<file path="config.mk">
export PLATFORM = sky130hd
export DESIGN_NAME = sparse_chunk_search
export DESIGN_NICKNAME = d
export VERILOG_FILES = /design/src/rtl/sps_pkg.sv /design/src/rtl/sps_cmp.sv /design/src/rtl/sps_agen.sv /design/src/rtl/sps_ctrl.sv /design/src/rtl/sparse_chunk_search.sv
export SDC_FILE = /design/constraint.sdc
export NUM_CORES = 1
export LEC_CHECK = 0
export BUFFER_PORTS_ARGS = -buffer_cell sky130_fd_sc_hd__buf_2
export CAP_MARGIN = 0
export CORE_UTILIZATION = 35
export DETAILED_ROUTE_END_ITERATION = 10
export SYNTH_ARGS = -nofsm -noshare
export SYNTH_HDL_FRONTEND = slang
export SYNTH_HIERARCHICAL = 1
export SYNTH_SLANG_ARGS = --single-unit
</file>
<file path="constraint.sdc">
create_clock -name clk -period 4.29 [get_ports clk]
set_input_delay 0.2145 -clock clk [delete_from_list [all_inputs] [get_ports clk]]
set_output_delay 0.2145 -clock clk [all_outputs]
set_load 0.05 [all_outputs]
</file>
<file path="src/rtl/sps_pkg.sv">
package sps_pkg;

  typedef enum logic [2:0] {
    ST_IDLE,
    ST_PROBE_RD,
    ST_PROBE_CHK,
    ST_SCAN_RD,
    ST_SCAN_CHK,
    ST_PTR_RD,
    ST_PTR_CHK,
    ST_DONE
  } sps_state_e;

endpackage

</file>
<file path="src/rtl/sps_cmp.sv">
module sps_cmp #(
  parameter int KW = 8
) (
  input  logic [KW-1:0] head,
  input  logic [KW-1:0] key,
  output logic          hit
);

  always_comb begin
    hit = (head <= key);
  end

endmodule

</file>
<file path="src/rtl/sps_agen.sv">
module sps_agen #(
  parameter int AW = 8,
  parameter int NH = 8,
  localparam int CW = $clog2(NH + 1)
) (
  input  logic [AW-1:0] base,
  input  logic [CW-1:0] idx,
  input  logic          sel_ptr,
  output logic [AW-1:0] addr
);

  localparam logic [AW-1:0] PTR_OFS = AW'(NH);

  logic [AW-1:0] offset;

  always_comb begin
    offset = sel_ptr ? (PTR_OFS + AW'(idx)) : AW'(idx);
    addr   = base + offset;
  end

endmodule

</file>
<file path="src/rtl/sps_ctrl.sv">
module sps_ctrl
  import sps_pkg::*;
#(
  parameter int AW = 8,
  parameter int KW = 8,
  parameter int PW = 16,
  parameter int NH = 8,
  localparam int CW = $clog2(NH + 1)
) (
  input  logic          clk,
  input  logic          rst_n,
  input  logic          start,
  input  logic [KW-1:0] key,
  input  logic [CW-1:0] head_cnt,
  input  logic [AW-1:0] chunk_base,
  input  logic [PW-1:0] mem_rdata,
  input  logic          hit,
  output logic [KW-1:0] key_q,
  output logic [AW-1:0] base_q,
  output logic [CW-1:0] idx,
  output logic          rd,
  output logic          sel_ptr,
  output logic [PW-1:0] ptr,
  output logic          done,
  output logic          err
);

  localparam int            HALF    = NH / 2;
  localparam logic [CW-1:0] NH_C    = CW'(NH);
  localparam logic [CW-1:0] HALF_C  = CW'(HALF);
  localparam logic [CW-1:0] PROBE_C = CW'(HALF - 1);
  localparam int            SW      = CW + 1;

  sps_state_e    state_q, state_d;
  logic [KW-1:0] key_d;
  logic [AW-1:0] base_d;
  logic [CW-1:0] cnt_q, cnt_d, cnt_in;
  logic [CW-1:0] idx_q, idx_d;
  logic [CW-1:0] lim_q, lim_d;
  logic [CW-1:0] idx_inc;
  logic [PW-1:0] ptr_q, ptr_d;
  logic          err_q, err_d;
  logic          accept, busy, reg_en;

  always_comb begin
    cnt_in  = (head_cnt > NH_C) ? NH_C : head_cnt;
    accept  = start && ((state_q == ST_IDLE) || (state_q == ST_DONE));
    busy    = (state_q != ST_IDLE) && (state_q != ST_DONE);
    reg_en  = accept || (state_q != ST_IDLE);
    idx_inc = CW'(idx_q + 1'b1);
  end

  always_comb begin
    state_d = state_q;
    key_d   = key_q;
    base_d  = base_q;
    cnt_d   = cnt_q;
    idx_d   = idx_q;
    lim_d   = lim_q;
    ptr_d   = ptr_q;
    err_d   = err_q;
    rd      = 1'b0;
    sel_ptr = 1'b0;
    case (state_q)
      ST_IDLE, ST_DONE: begin
        if (accept) begin
          key_d  = key;
          base_d = chunk_base;
          cnt_d  = cnt_in;
          ptr_d  = '0;
          err_d  = 1'b0;
          if (cnt_in == '0) begin
            err_d   = 1'b1;
            state_d = ST_DONE;
          end else if (cnt_in >= HALF_C) begin
            idx_d   = PROBE_C;
            state_d = ST_PROBE_RD;
          end else begin
            idx_d   = '0;
            lim_d   = cnt_in;
            state_d = ST_SCAN_RD;
          end
        end else if (state_q == ST_DONE) begin
          state_d = ST_IDLE;
        end
      end
      ST_PROBE_RD: begin
        rd      = 1'b1;
        state_d = ST_PROBE_CHK;
      end
      ST_PROBE_CHK: begin
        if (hit) begin
          idx_d   = '0;
          lim_d   = HALF_C;
          state_d = ST_SCAN_RD;
        end else begin
          idx_d = HALF_C;
          lim_d = cnt_q;
          if (HALF_C < cnt_q) begin
            state_d = ST_SCAN_RD;
          end else begin
            err_d   = 1'b1;
            state_d = ST_DONE;
          end
        end
      end
      ST_SCAN_RD: begin
        rd      = 1'b1;
        state_d = ST_SCAN_CHK;
      end
      ST_SCAN_CHK: begin
        if (hit) begin
          state_d = ST_PTR_RD;
        end else if (idx_inc >= lim_q) begin
          err_d   = 1'b1;
          state_d = ST_DONE;
        end else begin
          idx_d   = idx_inc;
          state_d = ST_SCAN_RD;
        end
      end
      ST_PTR_RD: begin
        rd      = 1'b1;
        sel_ptr = 1'b1;
        state_d = ST_PTR_CHK;
      end
      ST_PTR_CHK: begin
        ptr_d   = mem_rdata;
        state_d = ST_DONE;
      end
      default: state_d = ST_IDLE;
    endcase
  end

  always_ff @(posedge clk or negedge rst_n) begin
    if (!rst_n) begin
      state_q <= ST_IDLE;
      key_q   <= '0;
      base_q  <= '0;
      cnt_q   <= '0;
      idx_q   <= '0;
      lim_q   <= '0;
      ptr_q   <= '0;
      err_q   <= 1'b0;
    end else if (reg_en) begin
      state_q <= state_d;
      key_q   <= key_d;
      base_q  <= base_d;
      cnt_q   <= cnt_d;
      idx_q   <= idx_d;
      lim_q   <= lim_d;
      ptr_q   <= ptr_d;
      err_q   <= err_d;
    end
  end

  always_comb begin
    idx  = idx_q;
    ptr  = ptr_q;
    err  = err_q;
    done = (state_q == ST_DONE);
  end

  logic [SW-1:0] heads_seen;

  always_ff @(posedge clk or negedge rst_n) begin
    if (!rst_n) begin
      heads_seen <= '0;
    end else if (accept) begin
      heads_seen <= '0;
    end else if (rd && !sel_ptr) begin
      heads_seen <= SW'(heads_seen + 1'b1);
    end
  end


  head_in_range_chk: assert property (@(posedge clk) disable iff (!rst_n)
    (rd && !sel_ptr) |-> (idx_q < cnt_q));


  head_budget_chk: assert property (@(posedge clk) disable iff (!rst_n)
    heads_seen <= SW'(HALF + 1));


  err_no_ptr_chk: assert property (@(posedge clk) disable iff (!rst_n)
    (done && err_q) |-> (ptr_q == '0));


  done_pulse_chk: assert property (@(posedge clk) disable iff (!rst_n)
    (done && !start) |=> !done);


  probe_first_chk: assert property (@(posedge clk) disable iff (!rst_n)
    (accept && (cnt_in >= HALF_C)) |=> (rd && !sel_ptr && (idx_q == PROBE_C)));


  busy_hold_chk: assert property (@(posedge clk) disable iff (!rst_n)
    (busy && start) |=> ($stable(key_q) && $stable(base_q) && $stable(cnt_q)));

endmodule

</file>
<file path="src/rtl/sparse_chunk_search.sv">
module sparse_chunk_search #(
  parameter int AW = 8,
  parameter int KW = 8,
  parameter int PW = 16,
  parameter int NH = 8,
  localparam int CW = $clog2(NH + 1)
) (
  input  logic          clk,
  input  logic          rst_n,
  input  logic          start,
  input  logic [KW-1:0] key,
  input  logic [CW-1:0] head_cnt,
  input  logic [AW-1:0] chunk_base,
  output logic          mem_rd,
  output logic [AW-1:0] mem_addr,
  input  logic [PW-1:0] mem_rdata,
  output logic [PW-1:0] ptr,
  output logic          done,
  output logic          err
);

  logic [KW-1:0] key_q;
  logic [AW-1:0] base_q;
  logic [CW-1:0] idx;
  logic          sel_ptr;
  logic          hit;

  sps_ctrl #(.AW(AW), .KW(KW), .PW(PW), .NH(NH)) u_ctrl (
    .clk        (clk),
    .rst_n      (rst_n),
    .start      (start),
    .key        (key),
    .head_cnt   (head_cnt),
    .chunk_base (chunk_base),
    .mem_rdata  (mem_rdata),
    .hit        (hit),
    .key_q      (key_q),
    .base_q     (base_q),
    .idx        (idx),
    .rd         (mem_rd),
    .sel_ptr    (sel_ptr),
    .ptr        (ptr),
    .done       (done),
    .err        (err)
  );

  sps_cmp #(.KW(KW)) u_cmp (
    .head (mem_rdata[KW-1:0]),
    .key  (key_q),
    .hit  (hit)
  );

  sps_agen #(.AW(AW), .NH(NH)) u_agen (
    .base    (base_q),
    .idx     (idx),
    .sel_ptr (sel_ptr),
    .addr    (mem_addr)
  );

endmodule

</file>
==> results by group, run 1 <==
Final layout
  – Final instance area: 3290 um^2
  – Area Overhead vs Synth: 18.7%
  – Post-layout util: 0.429
  – Antenna cells: 0
  – Proportion of layout cells with a drive suffix above 1: 0.243
  – Nets: 403

STA
  – Final Skew: 0.00776 ns
  – RSZ-0062 raised after global routing: false
  – Setup Viol. Count Final: 0
  – Worst slew pin tran: 1.06 ns
  – Max-Slew Margin vs Limit: 0.295
  – Final min period: 2.95 ns
  – Final-report hold violation count: 0
  – Final period util: 0.687
  – Setup TNS: 0 ns
  – Achievable Freq: 0.340 GHz
  – Max-slew violation count: 0

Clock network
  – H-Tree Depth: 2
  – # Post-CTS Setup Buffers: 0
  – Worst-path clk slew: 0.09 ns
  – Worst-case clock buffer depth: 2
  – Clock Tree Root: clkbuf_8
  – Post_cts resized: 0
  – CTS Hold Buffers Added: 0
  – CTS Sinks: 48
  – Total CTS buffers: 5
  – CTS tree: built
  – Worst skew pair latency: 0.31 ns

Setup path
  – Worst Path Required: 4.08 ns
  – Reg2Reg Depth: 11
  – Worst-path fanout max: 20
  – Worst setup SP type: flop
  – Worst path arrival time: 2.73 ns
  – Worst setup path class: reg2out
  – Setup crit end kind: primary output

Die
  – Total Die Area: 8290 um^2
  – Initial core utilization: 0.361
  – FP Rows: 32
  – Die Ht: 91.0 um
  – I/O pins: 66
  – DIE WIDTH: 91.0 um
  – Core area: 7690 um^2

Global routing
  – Met1 Track Usage GR: 0.217
  – Met3 usage: 0.0419
  – Grt peak-use layer: met2
  – GR Util All Layers: 0.158
  – Pin count of the biggest net entering global routing: 49
  – M2 GR Usage: 0.251
  – First-pass GRT wire length: 10.6 mm
  – Initial antenna violation count: 0
  – Total gr overflow: 0
  – Vias in the first global route: 2199

Synthesis
  – Synth area leader: dfrtp_1
  – Post-Syn Area per Cell: 9.77 um^2
  – Yosys warnings: 6
  – Ys async rst share: 1.00
  – Seq/Total Area, Yosys: 0.433
  – Most used standard cell by instance count after synthesis: dfrtp_1
  – Cells after Synth: 284
  – Synth Cell Area: 2780 um^2
  – Seq cells post-synth: 48
  – Post-synth EDFFs: 0
  – Synth Flop Type: dfrtp_1
  – Syn Nets: 343
  – Synth area leaders: dfrtp_1 43%, ha_1 8.6%, mux2_1 8.1%
  – Yosys top cell area share: 0.433
  – Cell variety after synth: 54
  – Synth top cells by count: 48 x dfrtp_1, 46 x nand2_1, 20 x inv_1, 20 x mux2_1, 20 x nand3_1

Route
  – DR pass1 iterations: 4
  – Final WL: 6.05 mm
  – # DRC: 0
  – Routed Antenna Nets: 0
  – Routed vias/inst: 5.00
  – WL per Instance: 13.5 um
  – DR iter-0 viols: 92
  – Via Count: 2234

Run status
  – Status: complete, no violations

Placed design
  – Port Buffer Count: 65
  – Routability congestion estimate: 0.911
  – Dpl cell area: 3170 um^2
  – Hpwl dp: 4.48 mm

Min path
  – Worst Hold Class: in2async

Flow run
  – Max Cap Viol: 0
[worst paths after layout]
check | from | end | slack, ns
setup reg to reg | u_ctrl/key_q[1]$_DFFE_PN0P_ | u_ctrl/idx[1]$_DFFE_PN0P_ | 1.70
hold / removal | rst_n | u_ctrl/ptr[4]$_DFFE_PN0P_ | 0.09
max in group asynchronous | rst_n | u_ctrl/idx[1]$_DFFE_PN0P_ | 3.55
hold reg to reg | u_ctrl/err$_DFFE_PN0P_ | u_ctrl/err$_DFFE_PN0P_ | 0.49
min in group clk | mem_rdata[13] | u_ctrl/ptr[13]$_DFFE_PN0P_ | 0.09
setup / recovery | u_ctrl/state_q[1]$_DFFE_PN0P_ | mem_addr[5] | 1.34
[final cells by class]
type	count	area (um^2)
clock buffers	6	82.6
clock inverters	2	38.8
fillers	791	4390
inverters	20	75.1
multi-input cells	203	1440
flip-flops and latches	48	1200
well taps	102	128
repair buffers	66	333
[stage by stage]
step	setup WS, ns	cells	hold slack [ns]
floorplan	1.45	284	-0.0811
global placement	1.77	439	0.406
detailed placement	1.70	439	0.410
CTS	1.34	447	0.0861
global route	1.09	447	0.0920
finish	1.34	447	0.0917
[sequential cells by signal (all words and copies together) (netlist names)]
register        cells
u_ctrl/ptr         16
u_ctrl/base_q       8
u_ctrl/key_q        8
u_ctrl/cnt_q        4
u_ctrl/idx          4
u_ctrl/lim_q        4
u_ctrl/state_q      3
u_ctrl/err          1
[metal layers]
metal  wire length, um  part of all wire  vias up
met3               307             0.051        4
met5                 0                 0        -
met4                55            0.0091        0
met1              2850              0.47     1072
li1                  -                 -     1105
met2              2830              0.47       53
[worst max-delay path: stages, from the launching register on]
cell     delay [ns]
dfrtp_1        0.74
nor2_1         0.16
ha_1           0.22
ha_1           0.35
a21oi_1        0.31
and3_4         0.26
xnor2_1        0.11
buf_2          0.28
[cell families (layout without fill, tap and decap cells)]
kind of cell,after synthesis,count (layout),share of synthesized area
buffers and inverters,33,94,0.0496
muxes,24,24,0.0956
xor gates and xnor gates,8,8,0.0252
DFF,48,48,0.433
and+or+nand+nor,101,101,0.174
AOI/OAI and AO/OA,50,50,0.130
adders and majority gates,20,20,0.0929
[cells in the final DEF (no fill, tap or decap), drive strengths merged, types with 2 or more instances in the layout]
cell     instances
nand2           46
mux2            20
nor3             3
a22o             2
o31ai            3
a21oi           12
buf             66
nand3           20
and3             2
nand2b           5
xnor2            6
o2bb2ai          2
nor2b            3
a211o            2
o21ai           10
dfrtp           48
nor2            11
o21a             3
clkbuf           6
ha              19
mux2i            4
a21o             2
inv             20
nand4            4
o22ai            2
xor2             2
o211ai           2
Power of run 1 is left out: the tool's default activity adds up to more than one toggle a clock period on the data nets, which glitch-free logic cannot reach.
==> run 2, diff against run 1 <==
==> constraint.sdc (replaced) <==
create_clock -name clk -period 2.7 [get_ports clk]
set_input_delay 0.135 -clock clk [delete_from_list [all_inputs] [get_ports clk]]
set_output_delay 0.135 -clock clk [all_outputs]
set_load 0.05 [all_outputs]
==> run 2 against run 1 <==
Compared with the run above: die area did not move; critical path depth rose by 4; sequential cell count did not move; non-clock buffer count rose by 5; sequential share of layout area fell by 0.36 points; final area rose by 0.99%; hold slack got worse by 0.082 ns; utilization rose by 0.42 points; routed wire length fell by 1.3%; count of clock-buffer cells in the layout did not move; via count fell by 0.76%; global-route usage fell by 0.61 points; critical endpoint is now u_ctrl/idx[1]$_DFFE_PN0P_; highest routed layer unchanged.
==> results by group, run 2 (synthesis results as in run 1) <==
Setup path
  – Worst setup SP type: flop
  – Worst path arrival time: 2.73 ns (about the same)
  – Worst-path fanout max: 6 (-70%)
  – Reg2Reg Depth: 11 (unchanged)
  – Crit path cell chain: inv_1 > ha_1 > nor2b_2 > o211ai_2 > a21oi_1 > o22ai_2 > or4b_4 > o21ai_2 > o2bb2ai_2 > a21oi_2 > mux2_1
  – Setup crit end kind: flop
  – Register-to-register setup slack: 0.15 ns (-1.55 ns)
  – Slowest stage delay, CP: 0.51 ns (-0.23 ns)
  – RR Endpoint: u_ctrl/idx[1]$_DFFE_PN0P_
  – Worst setup path class: reg2reg
  – Crit Reg-Reg Startpoint: u_ctrl/key_q[1]$_DFFE_PN0P_
  – Worst Path Required: 2.88 ns (-1.20 ns)
  – CP max stage cell: or4b_4

Global routing
  – First-pass GRT wire length: 10.1 mm (-4.4%)
  – Initial antenna violation count: 0 (unchanged)
  – GR Util All Layers: 0.152 (-0.00610)
  – Vias in the first global route: 2135 (-2.9%)
  – Pin count of the biggest net entering global routing: 49 (unchanged)
  – Total gr overflow: 0 (unchanged)

Final layout
  – Most frequent cells in the layout: 65 x buf_2, 48 x dfrtp_1, 46 x nand2_1
  – Max reg flops: 16 (unchanged)
  – Area Overhead vs Synth: 19.9%
  – Post-layout util: 0.433 (+0.00423)
  – Final instance area: 3330 um^2 (+0.99%)
  – Antenna cells: 0 (unchanged)
  – Nets: 408 (+1.2%)
  – Proportion of layout cells with a drive suffix above 1: 0.266 (+0.0222)
  – Most common cell after layout, fill and taps aside: buf_2

Placed design
  – Dpl cell area: 3220 um^2 (+1.4%)
  – Routability congestion estimate: 0.868 (-4.7%)
  – Port Buffer Count: 65 (unchanged)
  – Hpwl dp: 4.40 mm (-1.9%)

STA
  – Final Skew: 0.00298 ns (-0.00479 ns)
  – Final-report hold violation count: 0 (unchanged)
  – Max-Slew Margin vs Limit: 0.296 (+0.000530)
  – Setup Viol. Count Final: 0 (unchanged)
  – Final min period: 2.55 ns
  – Final period util: 0.944
  – Max-slew violation count: 0 (unchanged)
  – Setup TNS: 0 ns (unchanged)
  – Achievable Freq: 0.392 GHz
  – Worst slew pin tran: 1.06 ns (-0.000796 ns)
  – RSZ-0062 raised after global routing: false
  – Hold slack: 0.0101 ns (-0.0816 ns)

Route
  – WL per Instance: 13.2 um (-2.4%)
  – Via Count: 2217 (-0.76%)
  – Final WL: 5.98 mm (-1.3%)
  – # DRC: 0 (unchanged)
  – DR iter-0 viols: 74 (-20%)
  – DR pass1 iterations: 4 (unchanged)
  – Routed vias/inst: 4.90 (-1.9%)
  – Routed Antenna Nets: 0 (unchanged)

Clock network
  – Clock Tree Root: clkbuf_8
  – Worst-case clock buffer depth: 2 (unchanged)
  – H-Tree Depth: 2 (unchanged)
  – Worst-path clk slew: 0.08 ns (about the same)
  – Worst skew pair latency: 0.30 ns (about the same)
  – CTS Sinks: 48 (unchanged)
  – CTS tree: built
  – Total CTS buffers: 5 (unchanged)

Min path
  – Worst Hold Class: in2async

Die
  – Die Ht: 91.0 um (unchanged)
  – Core area: 7690 um^2 (unchanged)
  – FP Rows: 32 (unchanged)
  – Total Die Area: 8290 um^2 (unchanged)
  – DIE WIDTH: 91.0 um (unchanged)
  – I/O pins: 66 (unchanged)
  – Initial core utilization: 0.361 (unchanged)

Flow run
  – Max Cap Viol: 0 (unchanged)

Run status
  – Status: complete, no violations
[run 2: changes by cell type in the layout (fill, tap and decap cells not counted), sizes merged]
cell    previous run  this run
buf               66        71
bufinv             1         0
clkinv             1         2
[run 2: metal layers]
layer	vias to the layer above	global-route usage	wire, um
li1	1114	-	-
met1	1054	0.191	2720
met2	42	0.252	2870
met3	7	0.0452	310
met4	0	0.0450	81
met5	-	0	0
[run 2: worst max-delay path by stage]
stage	startpoint	to	slack [ns]	cells past startpoint
finish	u_ctrl/key_q[1]$_DFFE_PN0P_	u_ctrl/idx[1]$_DFFE_PN0P_	0.15	11
global placement	u_ctrl/key_q[1]$_DFFE_PN0P_	u_ctrl/idx[1]$_DFFE_PN0P_	0.21	11
floorplan	u_ctrl/state_q[2]$_DFFE_PN0P_	mem_addr[7]	0.01	9
detailed placement	u_ctrl/key_q[1]$_DFFE_PN0P_	u_ctrl/idx[1]$_DFFE_PN0P_	0.07	11
CTS	u_ctrl/key_q[1]$_DFFE_PN0P_	u_ctrl/idx[1]$_DFFE_PN0P_	0.05	11
global route	u_ctrl/key_q[1]$_DFFE_PN0P_	u_ctrl/idx[1]$_DFFE_PN0P_	0.04	11
[run 2: final cells by class]
class,instances,area (um^2)
inverter,20,75.1
multi-input combinational,203,1460
tap,102,128
clock buffer,6,82.6
fill,777,4360
clock inverter,2,10.0
sequential,48,1200
timing repair buffer,71,370
[run 2: worst max-delay path, delay by kind of cell, from the launching register on]
family	cells	cell delay, ns
compound gates	6	0.73
fa+ha+maj	1	0.28
buf+inv	1	0.05
flops	1	0.36
mux	1	0.34
simple gates	2	0.66
[run 2: through the flow]
stage	setup WS (ns)	std cells
2_1_floorplan	0.0109	284
3_3_place_gp	0.209	443
3_5_place_dp	0.0708	443
4_1_cts	0.0451	451
5_1_grt	0.0379	452
6_report	0.150	452
[run 2: what timing repair did]
action	in CTS	in global routing
hold buffers	0	0
endpoints found under the setup margin	0	2
gates resized for setup	0	2
setup buffers	0	1
Power of run 2 is left out for the same reason.
